`src/rtl/evr_pkg.sv`:
```
package evr_pkg;

  localparam int REG_AW = 12;
  localparam int EVT_BYTES = 16;
  localparam int EVT_LG = 4;

  localparam logic [REG_AW-1:0] A_TX_RD   = 12'h000;
  localparam logic [REG_AW-1:0] A_TX_WR   = 12'h004;
  localparam logic [REG_AW-1:0] A_EV_WR   = 12'h008;
  localparam logic [REG_AW-1:0] A_EV_RD   = 12'h00C;
  localparam logic [REG_AW-1:0] A_TX_LEN  = 12'h010;
  localparam logic [REG_AW-1:0] A_EV_LEN  = 12'h014;
  localparam logic [REG_AW-1:0] A_IRQ     = 12'h020;
  localparam logic [REG_AW-1:0] A_IRQ_CLR = 12'h024;
  localparam logic [REG_AW-1:0] A_TX_BELL = 12'h400;
  localparam logic [REG_AW-1:0] A_EV_BELL = 12'h404;

  // control-to-datapath strobes
  typedef struct packed {
    logic setTxLen;
    logic setEvLen;
    logic txBell;
    logic evBell;
    logic irqClr;
    logic complete;
  } evr_strobe_t;

endpackage

```
`src/rtl/evr_ctrl.sv`:
```
module evr_ctrl
  import evr_pkg::*;
(
  input  logic              regWrEn,
  input  logic [REG_AW-1:0] regAddr,
  input  logic              regWrBit0,
  input  logic              doneValid,
  input  logic              txPending,
  input  logic              evFull,
  output logic              doneReady,
  output evr_strobe_t       strb
);

  logic lenWrite;

  always_comb begin
    lenWrite = regWrEn && ((regAddr == A_TX_LEN) || (regAddr == A_EV_LEN));
    // a ring-length write resets pointers, so no completion may share its cycle
    doneReady = txPending && !evFull && !lenWrite;

    strb.setTxLen = regWrEn && (regAddr == A_TX_LEN);
    strb.setEvLen = regWrEn && (regAddr == A_EV_LEN);
    strb.txBell   = regWrEn && (regAddr == A_TX_BELL);
    strb.evBell   = regWrEn && (regAddr == A_EV_BELL);
    strb.irqClr   = regWrEn && (regAddr == A_IRQ_CLR) && regWrBit0;
    strb.complete = doneValid && doneReady;
  end

endmodule

```
`src/rtl/evr_datapath.sv`:
```
module evr_datapath
  import evr_pkg::*;
#(
  parameter int OFF_W      = 16,
  parameter int DESC_BYTES = 32,
  parameter int TX_LEN_RST = 256,
  parameter int EV_LEN_RST = 128
) (
  input  logic              clk,
  input  logic              rstN,
  input  evr_strobe_t       strb,
  input  logic [REG_AW-1:0] regAddr,
  input  logic [31:0]       regWrData,
  input  logic [3:0]        doneCode,
  input  logic [3:0]        doneErrInfo,
  input  logic [31:0]       doneCfg,
  output logic [OFF_W-1:0]  txRdOff,
  output logic [OFF_W-1:0]  txWrOff,
  output logic [OFF_W-1:0]  evWrOff,
  output logic [OFF_W-1:0]  evRdOff,
  output logic [OFF_W-1:0]  evLen,
  output logic              txPending,
  output logic              evFull,
  output logic              eobIrq,
  output logic              evWrEn,
  output logic [OFF_W-1:0]  evWrAddr,
  output logic [127:0]      evWrData,
  output logic [31:0]       regRdData
);

  localparam int DESC_LG = $clog2(DESC_BYTES);
  localparam int PAD = 32 - OFF_W;
  localparam logic [OFF_W-1:0] DESC_STEP = OFF_W'(DESC_BYTES);
  localparam logic [OFF_W-1:0] EVT_STEP  = OFF_W'(EVT_BYTES);
  localparam logic [OFF_W-1:0] TX_MIN    = OFF_W'(2 * DESC_BYTES);
  localparam logic [OFF_W-1:0] EV_MIN    = OFF_W'(2 * EVT_BYTES);

  logic [OFF_W-1:0] txLen;
  logic [OFF_W-1:0] wrOff;
  logic             wrHiZero, txAlignOk, evAlignOk;
  logic             txBellOk, evBellOk, txLenOk, evLenOk;
  logic [OFF_W:0]   txSum, evSum;
  logic [OFF_W-1:0] txNext, evNext;

  // write-value legality
  always_comb begin
    wrOff     = regWrData[OFF_W-1:0];
    wrHiZero  = (regWrData[31:OFF_W] == '0);
    txAlignOk = (wrOff[DESC_LG-1:0] == '0);
    evAlignOk = (wrOff[EVT_LG-1:0] == '0);
    txBellOk  = strb.txBell && wrHiZero && txAlignOk && (wrOff < txLen);
    evBellOk  = strb.evBell && wrHiZero && evAlignOk && (wrOff < evLen);
    txLenOk   = strb.setTxLen && wrHiZero && txAlignOk && (wrOff >= TX_MIN);
    evLenOk   = strb.setEvLen && wrHiZero && evAlignOk && (wrOff >= EV_MIN);
  end

  // wrapping increments
  always_comb begin
    txSum  = {1'b0, txRdOff} + {1'b0, DESC_STEP};
    evSum  = {1'b0, evWrOff} + {1'b0, EVT_STEP};
    txNext = (txSum >= {1'b0, txLen}) ? '0 : txSum[OFF_W-1:0];
    evNext = (evSum >= {1'b0, evLen}) ? '0 : evSum[OFF_W-1:0];
    txPending = (txRdOff != txWrOff);
    evFull    = (evNext == evRdOff);
  end

  // descriptor ring pointers
  always_ff @(posedge clk) begin
    if (!rstN) begin
      txLen   <= OFF_W'(TX_LEN_RST);
      txRdOff <= '0;
      txWrOff <= '0;
    end else if (txLenOk) begin
      txLen   <= wrOff;
      txRdOff <= '0;
      txWrOff <= '0;
    end else begin
      if (txBellOk) txWrOff <= wrOff;
      if (strb.complete) txRdOff <= txNext;
    end
  end

  // event ring pointers
  always_ff @(posedge clk) begin
    if (!rstN) begin
      evLen   <= OFF_W'(EV_LEN_RST);
      evWrOff <= '0;
      evRdOff <= '0;
    end else if (evLenOk) begin
      evLen   <= wrOff;
      evWrOff <= '0;
      evRdOff <= '0;
    end else begin
      if (evBellOk) evRdOff <= wrOff;
      if (strb.complete) evWrOff <= evNext;
    end
  end

  // sticky end-of-block flag, set dominates clear
  always_ff @(posedge clk) begin
    if (!rstN) eobIrq <= 1'b0;
    else if (strb.complete && doneCfg[16]) eobIrq <= 1'b1;
    else if (strb.irqClr) eobIrq <= 1'b0;
  end

  // event record
  always_comb begin
    evWrEn   = strb.complete;
    evWrAddr = evWrOff;
    evWrData = {32'h0, doneCfg, {{PAD{1'b0}}, txRdOff},
                doneCode, doneErrInfo, 8'h00, doneCfg[15:0]};
  end

  // register read mux
  always_comb begin
    unique case (regAddr)
      A_TX_RD:  regRdData = {{PAD{1'b0}}, txRdOff};
      A_TX_WR:  regRdData = {{PAD{1'b0}}, txWrOff};
      A_EV_WR:  regRdData = {{PAD{1'b0}}, evWrOff};
      A_EV_RD:  regRdData = {{PAD{1'b0}}, evRdOff};
      A_TX_LEN: regRdData = {{PAD{1'b0}}, txLen};
      A_EV_LEN: regRdData = {{PAD{1'b0}}, evLen};
      A_IRQ:    regRdData = {31'h0, eobIrq};
      default:  regRdData = 32'h0;
    endcase
  end

endmodule

```
`src/rtl/dma_evt_ring_writer.sv`:
```
module dma_evt_ring_writer
  import evr_pkg::*;
#(
  parameter int OFF_W      = 16,
  parameter int DESC_BYTES = 32,
  parameter int TX_SLOTS   = 8,
  parameter int EV_SLOTS   = 8
) (
  input  logic              clk,
  input  logic              rstN,
  input  logic              regWrEn,
  input  logic [REG_AW-1:0] regAddr,
  input  logic [31:0]       regWrData,
  output logic [31:0]       regRdData,
  input  logic              doneValid,
  input  logic [3:0]        doneCode,
  input  logic [3:0]        doneErrInfo,
  input  logic [31:0]       doneCfg,
  output logic              doneReady,
  output logic [OFF_W-1:0]  descOffset,
  output logic              evWrEn,
  output logic [OFF_W-1:0]  evWrAddr,
  output logic [127:0]      evWrData,
  output logic              eobIrq
);

  localparam int TX_LEN_RST = DESC_BYTES * TX_SLOTS;
  localparam int EV_LEN_RST = EVT_BYTES * EV_SLOTS;

  evr_strobe_t      strb;
  logic             txPending, evFull;
  logic [OFF_W-1:0] txRdOff, txWrOff, evWrOff, evRdOff, evLen;

  evr_ctrl ctrlU (
    .regWrEn   (regWrEn),
    .regAddr   (regAddr),
    .regWrBit0 (regWrData[0]),
    .doneValid (doneValid),
    .txPending (txPending),
    .evFull    (evFull),
    .doneReady (doneReady),
    .strb      (strb)
  );

  evr_datapath #(
    .OFF_W      (OFF_W),
    .DESC_BYTES (DESC_BYTES),
    .TX_LEN_RST (TX_LEN_RST),
    .EV_LEN_RST (EV_LEN_RST)
  ) dpU (
    .clk         (clk),
    .rstN        (rstN),
    .strb        (strb),
    .regAddr     (regAddr),
    .regWrData   (regWrData),
    .doneCode    (doneCode),
    .doneErrInfo (doneErrInfo),
    .doneCfg     (doneCfg),
    .txRdOff     (txRdOff),
    .txWrOff     (txWrOff),
    .evWrOff     (evWrOff),
    .evRdOff     (evRdOff),
    .evLen       (evLen),
    .txPending   (txPending),
    .evFull      (evFull),
    .eobIrq      (eobIrq),
    .evWrEn      (evWrEn),
    .evWrAddr    (evWrAddr),
    .evWrData    (evWrData),
    .regRdData   (regRdData)
  );

  assign descOffset = txRdOff;

endmodule

```
`config.mk`:
```
export PLATFORM = sky130hd
export DESIGN_NAME = dma_evt_ring_writer
export DESIGN_NICKNAME = d
export VERILOG_FILES = /design/src/rtl/evr_pkg.sv /design/src/rtl/evr_ctrl.sv /design/src/rtl/evr_datapath.sv /design/src/rtl/dma_evt_ring_writer.sv
export SDC_FILE = /design/constraint.sdc
export NUM_CORES = 1
export LEC_CHECK = 0
export ABC_AREA = 1
export BUFFER_PORTS_ARGS = -buffer_cell sky130_fd_sc_hd__buf_2
export CORE_MARGIN = 4
export CORE_UTILIZATION = 29
export DETAILED_ROUTE_END_ITERATION = 8
export SETUP_SLACK_MARGIN = 0.02
export SLEW_MARGIN = 20
export SYNTH_ARGS = -nofsm -noshare
export SYNTH_HDL_FRONTEND = slang
export SYNTH_SLANG_ARGS = --single-unit
```
`constraint.sdc`:
```
create_clock -name clk -period 10 [get_ports clk]
set_input_delay 2 -clock clk [delete_from_list [all_inputs] [get_ports clk]]
set_output_delay 2 -clock clk [all_outputs]
set_load 0.005 [all_outputs]
```
Word-level counts from Yosys, hierarchy flattened

Index checks and enable logic that the tools add are counted.
Widths: inputs -> output; s select.

Word-level logic and storage cells: 65
Bits of input ports: 88
Flip-flop bits (word level): 97

$lt $le $gt $ge: 6
$add $sub $neg: 2
Muxes and demuxes: 5
Reductions and logical operators: 33
Equal/unequal tests: 11
Bitwise logic cells: 1

Operator list:

| kind                  | count |
|---|---|
| $pmux 16 s7           | 1 |
| $ge 17x16->1          | 2 |
| $lt 16x16->1          | 2 |
| $mux 16               | 2 |
| $eq 12x11->1 const B  | 2 |
| $eq 12x4->1 const B   | 2 |
| $eq 12x5->1 const B   | 2 |
| $eq 12x6->1 const B   | 2 |
| $logic_and 1x1->1     | 23 |
| $add 16x5->17 const B | 1 |
| $add 16x6->17 const B | 1 |
| $eq 16x16->1          | 1 |
| $ge 16x6->1 const B   | 1 |
| $ge 16x7->1 const B   | 1 |
| $logic_not 16->1      | 1 |
| $ne 16x16->1          | 1 |
| $eq 12x3->1 const B   | 1 |
| $logic_not 12->1      | 1 |
| $logic_not 5->1       | 1 |
| $logic_not 4->1       | 1 |
| $reduce_or 2->1       | 2 |
| $logic_not 1->1       | 2 |
| $mux 1                | 2 |
| $reduce_bool 2->1     | 1 |
| other kinds (2)       | 2 |

Longest topological paths before layout

Word-level depth: 10
Mapped depth: 27
Gate-level depth less buffers: 26

Hierarchy

Synthesis repeated with hierarchy kept, for this count alone.

Cells, all modules: 1140
Area total of the unflattened synthesis: 7743.7 µm²

By module, submodules not included:

| module       | area an instance (µm²) | cells an instance | times used |
|---|---|---|---|
| evr_datapath | 7543.5                 | 1100              | 1 |
| evr_ctrl     | 200.2                  | 40                | 1 |

Least setup slack after synthesis

Ideal clock, no wire load.

Kind: input to output
Start: input port regAddr[9]
End: output port regRdData[1]
Setup slack: 4.458 ns
Arrival: 3.542 ns
Path buffers: 1
Stages on the path: 8
Cell sequence: nor2_1 > inv_1 > nor3_1 > inv_1 > nor4_2 > nand3_1 > clkbuf_1 > o221ai_1

Cells in the longest elaborated chain, start to end: 2
Elaborated cells on any way between the ends: 8

Ends and longest elaborated chain:

| what                                      | RTL line                  | RTL |
|---|---|---|
| start: declaration                        | dma_evt_ring_writer.sv:12 | `input logic [REG_AW-1:0] regAddr,` |
| $eq 12x6->1, or another cell as far along | evr_datapath.sv:116       | `unique case (regAddr)` |
| $pmux 16 s7 (*)                           | evr_datapath.sv:116       |  |
| end: declaration                          | dma_evt_ring_writer.sv:14 | `output logic [31:0] regRdData,` |

Every way passes the cells marked *; elsewhere a longest branch is shown, timed or not.

Worst setup path after layout

Start: input port regAddr[9]
End: output port regRdData[14]

The elaborated chain is that of the path after synthesis.

==> reports/results.ini <==
[floorplan]
fp.dieW_um = 171
rows = 59
die_h_um = 171
io_pins = 283
core_area_mm2 = 0.0261
dieArea_mm2 = 0.0291
start_util = 0.294

[routing]
vias = 7212
drc = 0
drt-vias-per-instance = 4.85
wl_per_cell_um = 16.1
routed_wl_um = 24000
dr.first_iter.drc_count = 448
first_pass_iters = 5
antenna_left = 0

[logic_synthesis]
ys_seq_area_frac = 0.240
synth_edf_count = 0
syn_area_per_cell_um2 = 6.81
ys_types = 42
syn_inst = 1126
synth_top_area_frac = 0.240
synth.largest_area_cell = dfxtp_1
netlist_top_cells_area = dfxtp_1, buf_4, nand2_1, ha_1, inv_1
synth_flop_cell = dfxtp_1
yosysMostFrequentCell = nand2_1
ys_ff_latch = 92
synth_common_cells = nand2_1, inv_1, buf_4
syn-cell-area_mm2 = 0.00767
yosys_warnings = 0
async_flop_share = 0

[critical_path]
rrSetupSlack_ps = 5660
worstSetupPathType = input port to output pin
cp.arrival_ps = 4950
crit_path_top_delay_cell = nand3_1
crit_chain = buf_2, nor2_1, inv_1, nor3_1, inv_1, nor4_2, nand3_1, o221ai_1, buf_2
worstReg2RegEnd = dpU.evWrAddr[2]
startpoint_type = input port
cp-startpoint = regAddr[9]
r2r_start = dpU.evWrAddr[4]
endpoint_kind = output pin
required_ps = 8000
path_max_fanout = 16
worstRegToRegCells = 24
endpoint = regRdData[14]
crit_path_max_incr_delay_ps = 840

[sta]
rsz0062_at_grt = false
tightest_slew_ps = 939
maxSlewHeadroom = 0.372
drv_slew = 0
fin_crit_ps = 6950
fmax_mhz = 144
setup_violations = 0
setup-tns-final_ps = 0
hold_violations = 0
finalCritPeriodShare = 0.695
skew_ps = 7.95

[status]
status = finished, final reports clean

[flow_run]
maxCapViolations = 0

[clock_tree]
tritoncts = built
h-tree-depth = 3
cts.sink_count = 92
clock_latency_ps = 350
cts_made_buffers = 9
clock_path_buffers = 2
clk_pin_slew_ps = 70
clk_root_buffer_cell = clkbuf_16
postCtsHoldBufs = 0
post_cts_buffers = 0
cts_resized = 0

[cells_and_area]
drive_gt1_frac = 0.127
fin_nets = 1292
syn_to_final_growth_pct = 3.90
final_cell_area_mm2 = 0.00797

[global_route]
grt_pass1_wl_um = 36900
grt_usage = 0.162
grt_max_degree = 34
grt_overflow = 0
grt_pass1_vias = 6694
antenna_found_initial = 1

[power_and_ir_drop]
peakVddDrop_uv = 160
p_sw_mw = 1.06
power_frac_clock = 0.169
p_comb_frac = 0.582
p_per_area_mw_per_mm2 = 261
sw_frac_of_total = 0.511
seqPwrFrac = 0.249
p_leak_nw = 3.77
p_int_mw = 1.02

[place]
port-buffer-count = 106
gp_congestion = 0.892
dp.final_hpwl_um = 19400
dpl_cell_area_mm2 = 0.00767

[worst_hold_path]
hp-class = flip-flop to flip-flop

[per-stage QoR]
step / hold slack (ps) / power [mW] / std cells / setup slack, ps / utilization
CTS: 459 / 2.08 / 1485 / 3030 / 0.306
floorplan: 433 / 1.48 / 1207 / 4460 / -
finish: 454 / 2.08 / 1486 / 3050 / 0.306
detailed placement: 448 / 1.72 / 1469 / 3040 / 0.294
global route: 468 / 2.28 / 1485 / 2770 / 0.306
global placement: 444 / 1.72 / 1469 / 3040 / 0.294
[worst min-delay path by stage]
stage / from / endpoint / cells after the start
after floorplan: dpU.txWrOff[2] / dpU.txWrOff[2] / 2
after global placement: dpU.txLen[2] / dpU.txLen[2] / 2
after detailed placement: dpU.evLen[2] / dpU.evLen[2] / 2
after CTS: dpU.evLen[2] / dpU.evLen[2] / 2
after global routing: dpU.txLen[2] / dpU.txLen[2] / 2
final: dpU.txLen[2] / dpU.txLen[2] / 2
[routing by layer]
layer,routed length [um],vias to the layer above,track usage,part of all wire
met1,10300,3291,0.215,0.43
met2,10900,331,0.257,0.45
li1,-,3546,-,-
met3,2290,42,0.0400,0.095
met4,537,2,0.0545,0.022
met5,13,-,0,0.00054
[cell families after synthesis]
family                     count (synthesis)  share of synthesized area
AOI/OAI and AO/OA                        157                      0.128
buffers and inverters                    351                      0.250
DFF                                       92                      0.240
xor gates and xnor gates                  17                     0.0204
and+or+nand+nor                          449                      0.265
other                                      1                   0.000489
adders and majority gates                 59                     0.0962
[power by group through the flow]
| stage | combinational, mW | sequential, mW | clock, mW |
|---|---|---|---|
| after floorplan | 0.990 | 0.489 | 0 |
| after global placement | 1.19 | 0.526 | 0 |
| after detailed placement | 1.20 | 0.525 | 0 |
| after CTS | 1.21 | 0.517 | 0.358 |
| after global routing | 1.38 | 0.524 | 0.372 |
| final | 1.21 | 0.517 | 0.350 |
[critical path, delay by kind of cell]
kind	cells	cell delay (ps)
compound gates	1	540
buf+inv	4	470
simple gates	4	1920
[state kept, by name, summed over array words and instances (netlist names)]
signal        count
dpU.eobIrq        1
dpU.evLen        16
dpU.evRdOff      16
dpU.evWrAddr     16
dpU.txLen        16
dpU.txRdOff      11
dpU.txWrOff      16
[placed cells by master, fill, tap and decap left out, types with 4 or more instances in the layout]
master     netlist  final
nand2_1        204    204
inv_1          159    159
buf_2            7    106
dfxtp_1         92     92
nor2_1          83     83
conb_1           1     82
a21oi_1         65     64
nand3_1         59     59
ha_1            59     59
nand4_1         50     50
nor3_1          25     25
o21ai_0         21     21
xor2_1          16     16
o22ai_1         16     16
o221ai_1        16     16
a221oi_1        13     13
nor4_1          10     10
a211oi_1        10     10
clkbuf_16        0      9
clkinv_1         6      6
o211ai_1         5      5
inv_2            4      4
[final cells by class]
cell class / count / area [um^2]
inverters: 169 / 634
flip-flops and latches: 92 / 1840
repair buffers: 109 / 553
multi-input cells: 764 / 4230
fillers: 2899 / 18100
well taps: 335 / 419
clock buffers: 10 / 229
diodes: 1 / 2.50
clock inverters: 6 / 63.8
(Power assumes the default switching activity.)
